## src/rtl/clkcfg_pkg.sv

```systemverilog
package clkcfg_pkg;
  typedef enum logic [2:0] {
    ST_IDLE, ST_ADDR, ST_WDATA, ST_ACK, ST_RDATA, ST_RACK
  } bus_state_t;

  // Reset value of configuration register idx
  function automatic logic [7:0] reg_default(input int idx);
    return (idx == 0) ? 8'h0C : 8'hFF;
  endfunction
endpackage

```

## src/rtl/clkcfg_line_sync.sv

```systemverilog
module clkcfg_line_sync #(
  parameter int STAGES = 2
) (
  input  logic clk,
  input  logic rst,
  input  logic scl_in,
  input  logic sda_in,
  output logic scl_lvl,
  output logic sda_lvl,
  output logic scl_rise,
  output logic scl_fall,
  output logic start_det,
  output logic stop_det
);
  logic [1:0] raw, lvl, prev;
  assign raw = {scl_in, sda_in};

  for (genvar g = 0; g < 2; g++) begin : g_line
    logic [STAGES-1:0] chain;
    always_ff @(posedge clk) begin
      if (rst) chain <= '1;
      else     chain <= {chain[STAGES-2:0], raw[g]};
    end
    assign lvl[g] = chain[STAGES-1];
  end

  always_ff @(posedge clk) begin
    if (rst) prev <= '1;
    else     prev <= lvl;
  end

  assign scl_lvl   = lvl[1];
  assign sda_lvl   = lvl[0];
  assign scl_rise  = lvl[1] & ~prev[1];
  assign scl_fall  = ~lvl[1] & prev[1];
  assign start_det = lvl[1] & prev[1] & prev[0] & ~lvl[0];
  assign stop_det  = lvl[1] & prev[1] & ~prev[0] & lvl[0];
endmodule

```

## src/rtl/clkcfg_regfile.sv

```systemverilog
module clkcfg_regfile #(
  parameter int NUM_REGS = 6,
  parameter int IDX_W    = 4
) (
  input  logic                     clk,
  input  logic                     rst,
  input  logic                     wr_en,
  input  logic [IDX_W-1:0]         wr_idx,
  input  logic [7:0]               wr_data,
  output logic [NUM_REGS-1:0][7:0] regs
);
  import clkcfg_pkg::*;

  for (genvar i = 0; i < NUM_REGS; i++) begin : g_reg
    always_ff @(posedge clk) begin
      if (rst)
        regs[i] <= reg_default(i);
      else if (wr_en && (int'(wr_idx) == i))
        regs[i] <= wr_data;
    end
  end
endmodule

```

## src/rtl/clkcfg_i2c_slave.sv

```systemverilog
module clkcfg_i2c_slave #(
  parameter int         NUM_REGS    = 6,
  parameter logic [6:0] DEV_ADDR    = 7'h69,
  parameter int         SYNC_STAGES = 2
) (
  input  logic                  clk,
  input  logic                  rst,
  input  logic                  scl_in,
  input  logic                  sda_in,
  output logic                  sda_drive_low,
  output logic [NUM_REGS*8-1:0] cfg_regs
);
  import clkcfg_pkg::*;

  localparam int HDR_BYTES = 2;
  localparam int IDX_W     = $clog2(NUM_REGS + HDR_BYTES + 1);
  localparam int IDX_MAX   = NUM_REGS + HDR_BYTES;

  logic scl_lvl, sda_lvl, scl_rise, scl_fall, start_det, stop_det;

  clkcfg_line_sync #(.STAGES(SYNC_STAGES)) u_sync (
    .clk(clk), .rst(rst), .scl_in(scl_in), .sda_in(sda_in),
    .scl_lvl(scl_lvl), .sda_lvl(sda_lvl), .scl_rise(scl_rise),
    .scl_fall(scl_fall), .start_det(start_det), .stop_det(stop_det)
  );

  bus_state_t               state;
  logic [3:0]               bitcnt;
  logic [7:0]               shreg, tx;
  logic [IDX_W-1:0]         byte_idx;
  logic                     rw, drive, host_ack;
  logic                     wr_en;
  logic [IDX_W-1:0]         wr_idx;
  logic [7:0]               rd_byte;
  logic [NUM_REGS-1:0][7:0] regs;

  clkcfg_regfile #(.NUM_REGS(NUM_REGS), .IDX_W(IDX_W)) u_regs (
    .clk(clk), .rst(rst), .wr_en(wr_en), .wr_idx(wr_idx),
    .wr_data(shreg), .regs(regs)
  );

  // Data bytes past the header and inside the register range are stored
  assign wr_idx = byte_idx - IDX_W'(HDR_BYTES);
  assign wr_en  = (state == ST_WDATA) && scl_fall && (bitcnt == 4'd8) &&
                  (int'(byte_idx) >= HDR_BYTES) &&
                  (int'(byte_idx) < HDR_BYTES + NUM_REGS);

  // Read stream: count byte, then registers, then released bus
  always_comb begin
    rd_byte = 8'hFF;
    if (byte_idx == '0) rd_byte = 8'(NUM_REGS);
    else
      for (int i = 0; i < NUM_REGS; i++)
        if (int'(byte_idx) == i + 1) rd_byte = regs[i];
  end

  always_ff @(posedge clk) begin
    if (rst) begin
      state    <= ST_IDLE;
      bitcnt   <= '0;
      shreg    <= '0;
      tx       <= '0;
      byte_idx <= '0;
      rw       <= 1'b0;
      drive    <= 1'b0;
      host_ack <= 1'b0;
    end else if (start_det) begin
      state    <= ST_ADDR;
      bitcnt   <= '0;
      byte_idx <= '0;
      drive    <= 1'b0;
    end else if (stop_det) begin
      state <= ST_IDLE;
      drive <= 1'b0;
    end else begin
      case (state)
        ST_ADDR, ST_WDATA: begin
          if (scl_rise && bitcnt < 4'd8) begin
            shreg  <= {shreg[6:0], sda_lvl};
            bitcnt <= bitcnt + 4'd1;
          end else if (scl_fall && bitcnt == 4'd8) begin
            if (state == ST_ADDR) begin
              if (shreg[7:1] == DEV_ADDR) begin
                rw    <= shreg[0];
                drive <= 1'b1;
                state <= ST_ACK;
              end else begin
                state <= ST_IDLE;
              end
            end else begin
              drive <= 1'b1;
              state <= ST_ACK;
              if (int'(byte_idx) < IDX_MAX) byte_idx <= byte_idx + IDX_W'(1);
            end
          end
        end
        ST_ACK: begin
          if (scl_fall) begin
            if (rw) begin
              tx     <= rd_byte;
              drive  <= ~rd_byte[7];
              bitcnt <= 4'd1;
              state  <= ST_RDATA;
              if (int'(byte_idx) < IDX_MAX) byte_idx <= byte_idx + IDX_W'(1);
            end else begin
              drive  <= 1'b0;
              bitcnt <= '0;
              state  <= ST_WDATA;
            end
          end
        end
        ST_RDATA: begin
          if (scl_fall) begin
            if (bitcnt == 4'd8) begin
              drive    <= 1'b0;
              host_ack <= 1'b0;
              state    <= ST_RACK;
            end else begin
              drive  <= ~tx[6];
              tx     <= {tx[6:0], 1'b0};
              bitcnt <= bitcnt + 4'd1;
            end
          end
        end
        ST_RACK: begin
          if (scl_rise) host_ack <= ~sda_lvl;
          else if (scl_fall) begin
            if (host_ack) begin
              tx     <= rd_byte;
              drive  <= ~rd_byte[7];
              bitcnt <= 4'd1;
              state  <= ST_RDATA;
              if (int'(byte_idx) < IDX_MAX) byte_idx <= byte_idx + IDX_W'(1);
            end else begin
              state <= ST_IDLE;
            end
          end
        end
        default: ;
      endcase
    end
  end

  assign sda_drive_low = drive;
  assign cfg_regs      = regs;
endmodule

```

## config.mk

```make
export PLATFORM = sky130hd
export DESIGN_NAME = clkcfg_i2c_slave
export DESIGN_NICKNAME = d
export VERILOG_FILES = /design/src/rtl/clkcfg_pkg.sv /design/src/rtl/clkcfg_line_sync.sv /design/src/rtl/clkcfg_regfile.sv /design/src/rtl/clkcfg_i2c_slave.sv
export SDC_FILE = /design/constraint.sdc
export NUM_CORES = 1
export LEC_CHECK = 0
export ABC_AREA = 1
export BUFFER_PORTS_ARGS = -buffer_cell sky130_fd_sc_hd__buf_2
export CORE_MARGIN = 2
export CORE_UTILIZATION = 58
export CTS_CLUSTER_DIAMETER = 30
export DETAILED_ROUTE_END_ITERATION = 8
export GPL_ROUTABILITY_DRIVEN = 0
export MAX_ROUTING_LAYER = met4
export PLACE_DENSITY = 0.8
export SLEW_MARGIN = 0
export SYNTH_ARGS = -nofsm -noshare
export SYNTH_HDL_FRONTEND = slang
export SYNTH_SLANG_ARGS = --single-unit
```

## constraint.sdc

```tcl
create_clock -name clk -period 2.5 [get_ports clk]
set_input_delay 0.375 -clock clk [delete_from_list [all_inputs] [get_ports clk]]
set_output_delay 0.375 -clock clk [all_outputs]
set_load 0.05 [all_outputs]
```

* Word-level counts from Yosys, hierarchy flattened
Cells that the tools add are included.
** Operators by class
- Reductions and logical operators :: 31
- Equality and inequality tests :: 39
- Bitwise logic cells :: 16
- Magnitude comparators :: 3
- Multiplexer cells :: 64
- Add/sub/neg operators :: 3
** Operators with widths (count)
- $mux W4 :: 16
- $mux W8 :: 7
- $mux W7 :: 7
- $mux W3 :: 10
- $ne A4 B4 Y1 const B :: 7
- $ne A2 B2 Y1 const B :: 13
- $eq A4 B4 Y1 const B :: 6
- $pmux W7 S3 :: 1
- $reduce_and A10 Y1 :: 2
- $reduce_and A9 Y1 :: 2
- $mux W1 :: 17
- $eq A4 B3 Y1 const B :: 4
- $pmux W4 S4 :: 1
- $reduce_and A8 Y1 :: 2
- $logic_and A1 B1 Y1 :: 12
- $pmux W3 S4 :: 1
- $pmux W4 S3 :: 1
- $not A1 Y1 :: 9
- $add A4 B1 Y4 const B :: 2
- $eq A4 B2 Y1 const B :: 2
- $logic_not A4 Y1 :: 2
- $lt A4 B4 Y1 const B :: 2
- $and A1 B1 Y1 :: 7
- $eq A7 B7 Y1 const B :: 1
- other kinds (18) :: 22
** Word-level totals
- Bits of input ports :: 4
- Logic and storage cells :: 174
- Flip-flop bits (word level) :: 83

* Depth between registers and ports, before layout
Gate-level depths: netlist of run 1.
- Word-level depth :: 13
- Gate-level depth with buffers :: 13

* Modules after synthesis
Synthesis of run 1 repeated with hierarchy kept, for this count alone.
** Second synthesis, totals
- Cells, all modules :: 665
- Area total of the unflattened synthesis :: 4488.1 um2
** By module, submodules not included
- clkcfg_i2c_slave :: area each 2297.2 um2, times used 1, cells an instance 394
- clkcfg_regfile :: area each 1993.2 um2, times used 1, cells an instance 247
- clkcfg_line_sync :: area each 197.7 um2, times used 1, cells an instance 24

* Worst setup path after synthesis of run 1
No wires, ideal clock.
- Path kind :: flip-flop to flip-flop
- Start point :: reg byte_idx[1]
- End point :: reg u_regs.regs[10] (netlist bit)
- Stages on the path, launching flop included :: 9
- Arrival :: 1596 ps
- Path slack :: 766 ps
- Path through :: dfxtp_1 -> inv_1 -> ha_1 -> or2_2 -> nand2_1 -> nor2_1 -> nand3_1 -> buf_2 -> o211ai_1
** Between the ends
- Longest elaborated chain between the ends :: 4
** RTL lines
- start, declared :: RTL line clkcfg_i2c_slave.sv:30 : logic [IDX_W-1:0] byte_idx;
- parallel branches: the longest is 3 deep, another holds $sub A4 B2 Y4
- $logic_and A1 B1 Y1 * :: RTL line clkcfg_regfile.sv:18 : else if (wr_en && (int'(wr_idx) == i))
- end signal, assigned by index :: RTL line clkcfg_regfile.sv:17 : regs[i] <= reg_default(i);
- end signal, assigned by index :: RTL line clkcfg_regfile.sv:19 : regs[i] <= wr_data;
- end, declared :: RTL line clkcfg_regfile.sv:10 : output logic [NUM_REGS-1:0][7:0] regs
Mark *: on every way between the ends.
A chain may end at the register's enable or synchronous reset.

* Worst setup path in the final report of run 1
- Start point :: reg byte_idx[3]
- End point :: reg u_regs.regs[16] (netlist bit)
** Between the ends
- Longest elaborated chain between the ends :: 4
** RTL lines (RTL line)
- parallel branches: the longest is 3 deep, another holds $sub A4 B2 Y4
- $logic_and A1 B1 Y1 * :: clkcfg_regfile.sv:18
Marks and branches as above.

==> results of run 1 <==
[per-layer routing]
| metal | global-route usage [%] | part of all wire [%] |
|---|---|---|
| met5 | - | 0 |
| met4 | 11.71 | 2.2 |
| met3 | 6.692 | 9.4 |
| met2 | 45.32 | 44 |
| met1 | 43.02 | 44 |
[worst paths after layout]
| check | endpoint | startpoint | slack [ns] |
|---|---|---|---|
| setup / recovery | u_regs.regs[16] | byte_idx[3] | 0.27 |
| hold / removal | u_sync.g_line[0].chain[0] | sda_in | 0.19 |
| setup reg to reg | u_regs.regs[16] | byte_idx[3] | 0.27 |
| hold reg to reg | u_sync.g_line[0].chain[1] | u_sync.g_line[0].chain[0] | 0.42 |
[Yosys cell counts]
master,instances,area (sq um)
nor3_4,1,16.27
nand4_1,3,18.77
buf_1,1,3.750
inv_2,1,3.750
xor2_1,2,17.52
a211oi_1,1,7.510
nor3_2,1,10.01
o21ai_1,1,5.000
nand2_1,171,641.9
nor2_2,1,6.260
o211ai_1,44,330.3
a21oi_1,38,190.2
inv_1,62,232.7
nor3_1,6,30.03
o2111ai_1,1,8.760
o21ai_0,31,155.2
clkbuf_1,11,41.29
or2_2,6,37.54
nor4_1,1,6.260
xnor2_1,1,8.760
buf_2,6,30.03
nor2_1,86,322.8
a31oi_1,1,6.260
nand3b_1,8,60.06
dfxtp_1,83,1662
ha_1,9,112.6
nand2_2,1,6.260
nand3_1,28,140.1
[final cells by class]
type,count,area share (%)
clock buffers,10,2.967
repair buffers,57,6.419
flip-flops and latches,83,35.81
well taps,96,2.589
multi-input cells,442,46.09
inverters,63,5.097
clock inverters,6,1.025
[cells by family after synthesis]
logic type | synth area share [%]
XOR/XNOR | 0.6392
AO/OA/AOI/OAI | 17.10
adder cells (fa/ha/maj) | 2.739
flip-flops | 40.41
buffers and inverters | 7.577
AND/OR/NAND/NOR | 31.53
[power by group through the flow]
| stage | combinational, uW | clock (uW) | sequential [uW] |
|---|---|---|---|
| finish | 1200 | 921 | 1530 |
| global route | 1350 | 980 | 1540 |
| CTS | 1160 | 922 | 1520 |
| detailed placement | 1150 | 0 | 1550 |
| global placement | 1120 | 0 | 1550 |
| floorplan | 867 | 0 | 1560 |
[registers in the layout (all words and copies together) (netlist names)]
register / cells
state: 3
host_ack: 1
rw: 1
bitcnt: 4
u_sync.prev: 2
u_regs.regs: 48
u_sync.g_line.chain: 4
tx: 7
shreg: 8
sda_drive_low: 1
byte_idx: 4
[per-stage QoR]
step	worst slack [ns]	hold slack [ns]
5_1_grt	0.07887	0.1958
2_1_floorplan	0.7660	0.3895
4_1_cts	0.3006	0.1889
6_report	0.2705	0.1909
3_3_place_gp	0.4701	0.3916
3_5_place_dp	0.3359	0.4031
==> flow_summary.toml, run 1 <==
[timing]
fmax_mhz = 448.5
finalHoldViolCount = 0
setup_viol = 0
worstMarginPinSlew_ns = 0.9000
final.setup.tns_ns = 0
fin_crit_sh_pct = 89.18
fin_skew_ns = 0.01170
maxSlewHeadroom_pct = 39.45
drv_slew = 0
period_minus_slack_ns = 2.230
grt_setup_unrepaired = "false"

[global_route]
grt_max_degree = 38
track_usage_pct = 31.34
grt_pass1_vias = 3740
grt_pass1_wl_mm = 18.16
overflow = 0
antenna_found_initial = 0

[pwr]
p_int_uw = 2198
switching_share_pct = 39.75
powerDensity_nw_per_um2 = 786.4
clkPwrFrac_pct = 25.2
power_frac_seq_pct = 41.8
leakage_uw = 0.002295
p_switching_uw = 1450
pwr-share-comb_pct = 32.9
ir_worst_vdd_v = 0.0005021
total_power_uw = 3649

[logic_synthesis]
synth-seq-cells = 83
syn_inst = 606
syn_area_sq_um = 4111
yosysSeqAreaShare_pct = 40.41
synth.distinct_cells = 28
yosys_warnings = 0
synth_nets = 619
syn_area_per_cell_sq_um = 6.785

[critical_path]
start_kind = "register"
worst-path-stages = 7
cp_common_cell = "nand3_1"
slowest_delay_ns = 0.47
worstPathMaxFanout = 16
end_kind = "register"
slowest_stage = "dfxtp_1"
cp.required_ns = 2.76
critical_path.top_delay_family = "simple AND/OR/NAND/NOR gates"
critPathBufInv = 2
path_class = "reg2reg"
rr_worst_depth = 7
cp_cell_sequence = "nor2_1, buf_4, nand3_1, inv_1, nor3_4, nand3_1, o211ai_1"
worst_ep_arrival_time_ns = 2.49

[cells_and_area]
fill_cells = 616
final_common_cell = "nand2_1"
nets = 669
layout_common_cells = "nand2_1 (171), nor2_1 (86), dfxtp_1 (83), inv_1 (62), buf_2 (52)"
syn2layout_area_growth_pct = 12.84
final_core_util_pct = 67.91
stdcell_area_sq_um = 4639
multi_input_area_sq_um = 2138
diodes = 0
final_cell_count_no_fill = 757
drive_gt1_share_pct = 12.71
regArea_sq_um = 1662

[clocking]
cts_tree = "built"
cts.sink_count = 83
htree_levels = 3
post_cts_buffers = 0
cts_buffer_depth = 2
clockRootBuffer = "clkbuf_8"
clk_pin_slew_ns = 0.09
cts_hold_buf = 0
cts_inserted_buffers = 9
clkLatencyLatePin_ns = 0.36
cts_resized = 0

[run_status]
status = "finished clean"

[detailed_routing]
vias_per_cell = 5.616
wl_per_cell_microns = 15.08
ant_nets = 0
vias = 4251
routed_wl_mm = 11.42
drtIter0Drc = 349
firstDrtPassIters = 7
drc = 0

[die]
coreArea_sq_um = 6832
std_cell_rows = 30
die_y_microns = 88.20
die_width_microns = 88.20
fp.dieArea_sq_um = 7778
ios = 53
start_util_pct = 60.18

[place]
dp_cells = 741
hpwl_mm = 8.222
placed_area_sq_um = 4454
port_buffers = 52

[min_path]
hold_path_class = "in2reg"
hold_depth = 2

[flow_run]
cap_viol_max_count = 0
No activity file was read; power rests on OpenSTA's default activity.
==> run 2: changes to the inputs <==
--- a/config.mk
+++ b/config.mk
@@ -5,7 +5,6 @@
 export SDC_FILE = /design/constraint.sdc
 export NUM_CORES = 1
 export LEC_CHECK = 0
-export ABC_AREA = 1
 export BUFFER_PORTS_ARGS = -buffer_cell sky130_fd_sc_hd__buf_2
 export CORE_MARGIN = 2
 export CORE_UTILIZATION = 58
==> run 2 against run 1 <==
- final area grew 4.2%
- via count shrank 9.1%
- synthesized cell count shrank 20%
- first-iteration DRC count shrank 15%
- register-to-register slack lost 0.02 ns
- clock-buffer cell count shrank 1
- final cell count shrank 15%
- worst setup slack lost 0.016 ns
- routed wire length shrank 3.6%
- global-route usage shrank 1.5 points
- core utilization shrank 0.21 points
- power shrank 34%
==> flow_summary.toml, run 2 <==
[run_status]
status = "finished clean"

[global_route]
grt_pass1_wl_mm = 17.66
grt_pass1_vias = 3411
grt_max_degree = 34
gr-max-usage-layer = "met2"
use_met3_pct = 6.002
grt_use_met1_pct = 40.14
antenna_found_initial = 0
track_usage_pct = 29.88
grtUsageMet2_pct = 45.52
overflow = 0

[cells_and_area]
regMostFlops = "u_regs.regs"
largestRegisters = "u_regs.regs x48, shreg x8, tx x7"
syn2layout_area_growth_pct = 14.60
layout_common_cells = "dfxtp_1 (83), nor2_1 (82), mux2i_1 (57), buf_2 (52), nand2_1 (31)"
diodes = 0
drive_gt1_share_pct = 19.93
nets = 550
regArea_sq_um = 1662
multi_input_area_sq_um = 2406
fill_cells = 587
largest_reg_flops = 48
final_common_cell = "dfxtp_1"

[logic_synthesis]
synth_commonest_cells = "dfxtp_1 (83), nor2_1 (82), mux2i_1 (57)"
synth_nets = 495
yosys.area_share.adder_pct = 2.671
synth.distinct_cells = 66
yosysTopAreaCell = "dfxtp_1"
syn_area_sq_um = 4217
syn_inst = 482
synth.area.top_cells = "dfxtp_1 (39%), mux2i_1 (14%), nor2_1 (7.3%)"
synth_edf_count = 0
yosysMostFrequentCell = "dfxtp_1"
yosys_most_used_dff = "dfxtp_1"
synth_compound_area_share_pct = 14.78
muxShareOfSynthArea_pct = 13.80
synth-xor-area-share_pct = 0.8309
synth-simple-area-share_pct = 24.84
yosys_warnings = 0
yosysSeqAreaShare_pct = 39.41
synth_top_family_by_area = "simple AND/OR/NAND/NOR gates"
synth_top_area_share_pct = 39.41
synth-seq-cells = 83
syn_area_per_cell_sq_um = 8.748
async_flop_share_pct = 0

[flow_run]
cap_viol_max_count = 0

[clocking]
post_cts_buffers = 0
clkLatencyLatePin_ns = 0.36
cts.sink_count = 83
cts_buffer_depth = 2
htree_levels = 3
cts_inserted_buffers = 9
cts_tree = "built"
clockRootBuffer = "clkbuf_8"
cts_resized = 0
clk_pin_slew_ns = 0.09
cts_hold_buf = 0

[detailed_routing]
ant_nets = 0
vias_per_cell = 6.027
drc = 0
routed_wl_mm = 11.01
vias = 3863
firstDrtPassIters = 5
drtIter0Drc = 297
wl_per_cell_microns = 17.18

[critical_path]
worstPathMaxFanout = 17
path_class = "reg2reg"
worst_ep_arrival_time_ns = 2.51
cp.required_ns = 2.77
end_kind = "register"
start_kind = "register"

[timing]
grt_setup_unrepaired = "false"
finalHoldViolCount = 0
final.setup.tns_ns = 0
drv_slew = 0
maxSlewHeadroom_pct = 55.63
period_minus_slack_ns = 2.246
fin_skew_ns = 0.009265
worstMarginPinSlew_ns = 0.6625
finalWorstSetupSlack_ns = 0.2544
fin_crit_sh_pct = 89.83
fmax_mhz = 445.3
setup_viol = 0

[die]
die_width_microns = 89.27
std_cell_rows = 31
coreArea_sq_um = 7137
fp.dieArea_sq_um = 7968
die_y_microns = 89.27
start_util_pct = 59.08
ios = 53

[min_path]
hold_path_class = "in2reg"

[pwr]
leakage_uw = 0.002062
powerDensity_nw_per_um2 = 499.3
ir_worst_vdd_v = 0.0004720

[place]
post-place-ws_ns = 0.3285
port_buffers = 52
hpwl_mm = 8.081
==> run 2: cell count changes after synthesis, moves of 17 or more <==
cell      previous run  this run
o211ai_1            44         1
nand2_1            171        31
nand3_1             28         4
o21ai_0             31        14
mux2i_1              0        57
nand2b_1             0        17
inv_1               62         9
a21oi_1             38        14
==> run 2: cells by family (layout without fill, tap and decap cells) <==
kind of cell / Yosys count / after routing
AND/OR/NAND/NOR: 201 / 201
AO/OA/AOI/OAI: 89 / 89
flip-flops: 83 / 83
multiplexers: 58 / 58
buffers and inverters: 38 / 98
adder cells (fa/ha/maj): 9 / 9
XOR/XNOR: 4 / 4
==> run 2: worst paths after layout <==
check	depth (start not counted)	from	endpoint	slack, ns
worst min register to register	1	u_sync.g_line[1].chain[0]	u_sync.g_line[1].chain[1]	0.41
worst min-delay path	2	scl_in	u_sync.g_line[1].chain[0]	0.20
worst max-delay path	7	byte_idx[1]	tx[5]	0.25
worst max register to register	7	byte_idx[1]	tx[5]	0.25
==> run 2: metrics by stage <==
| stage | cell area, sq um | util, % | hold WS [ns] | power (uW) | cells |
|---|---|---|---|---|---|
| 3_3_place_gp | 4632 | 64.90 | 0.3915 | 1460 | 625 |
| 6_report | 4832 | 67.71 | 0.1961 | 2413 | 641 |
| 4_1_cts | 4832 | 67.71 | 0.1867 | 2410 | 641 |
| 3_5_place_dp | 4632 | 64.90 | 0.4033 | 1462 | 625 |
| 2_1_floorplan | 4217 | - | 0.3895 | 1433 | 482 |
| 5_1_grt | 4832 | 67.71 | 0.1915 | 2490 | 641 |
==> run 2: report_power, final <==
group	total [uW]	switching [uW]	internal [uW]	leakage [uW]
clock network	980	514	466	0.0000958
logic	96.8	65.5	31.3	0.00129
registers	1340	8.41	1330	0.000672
total	2410	588	1820	0.00206
==> run 2: cell type report <==
class | instances | area share (%)
multi-input combinational | 361 | 49.79
sequential | 83 | 34.39
timing repair buffer | 70 | 8.182
clock buffer | 9 | 2.563
tap | 99 | 2.563
clock inverter | 7 | 1.579
inverter | 12 | 0.9322
==> run 2: critical path: stages (launching register included) <==
cell and delay [ns]:
dfxtp_1 0.47, ha_1 0.35, buf_4 0.27, nand2b_1 0.22, o21ai_1 0.08, a2bb2oi_1 0.30, o2111ai_1 0.15, a311oi_1 0.32
==> run 2: routing by layer <==
| layer | up-vias | wire length (microns) |
|---|---|---|
| met5 | - | 0 |
| met4 | 0 | 246 |
| met3 | 26 | 742 |
| met2 | 157 | 5157 |
| met1 | 1836 | 4865 |
| li1 | 1844 | - |
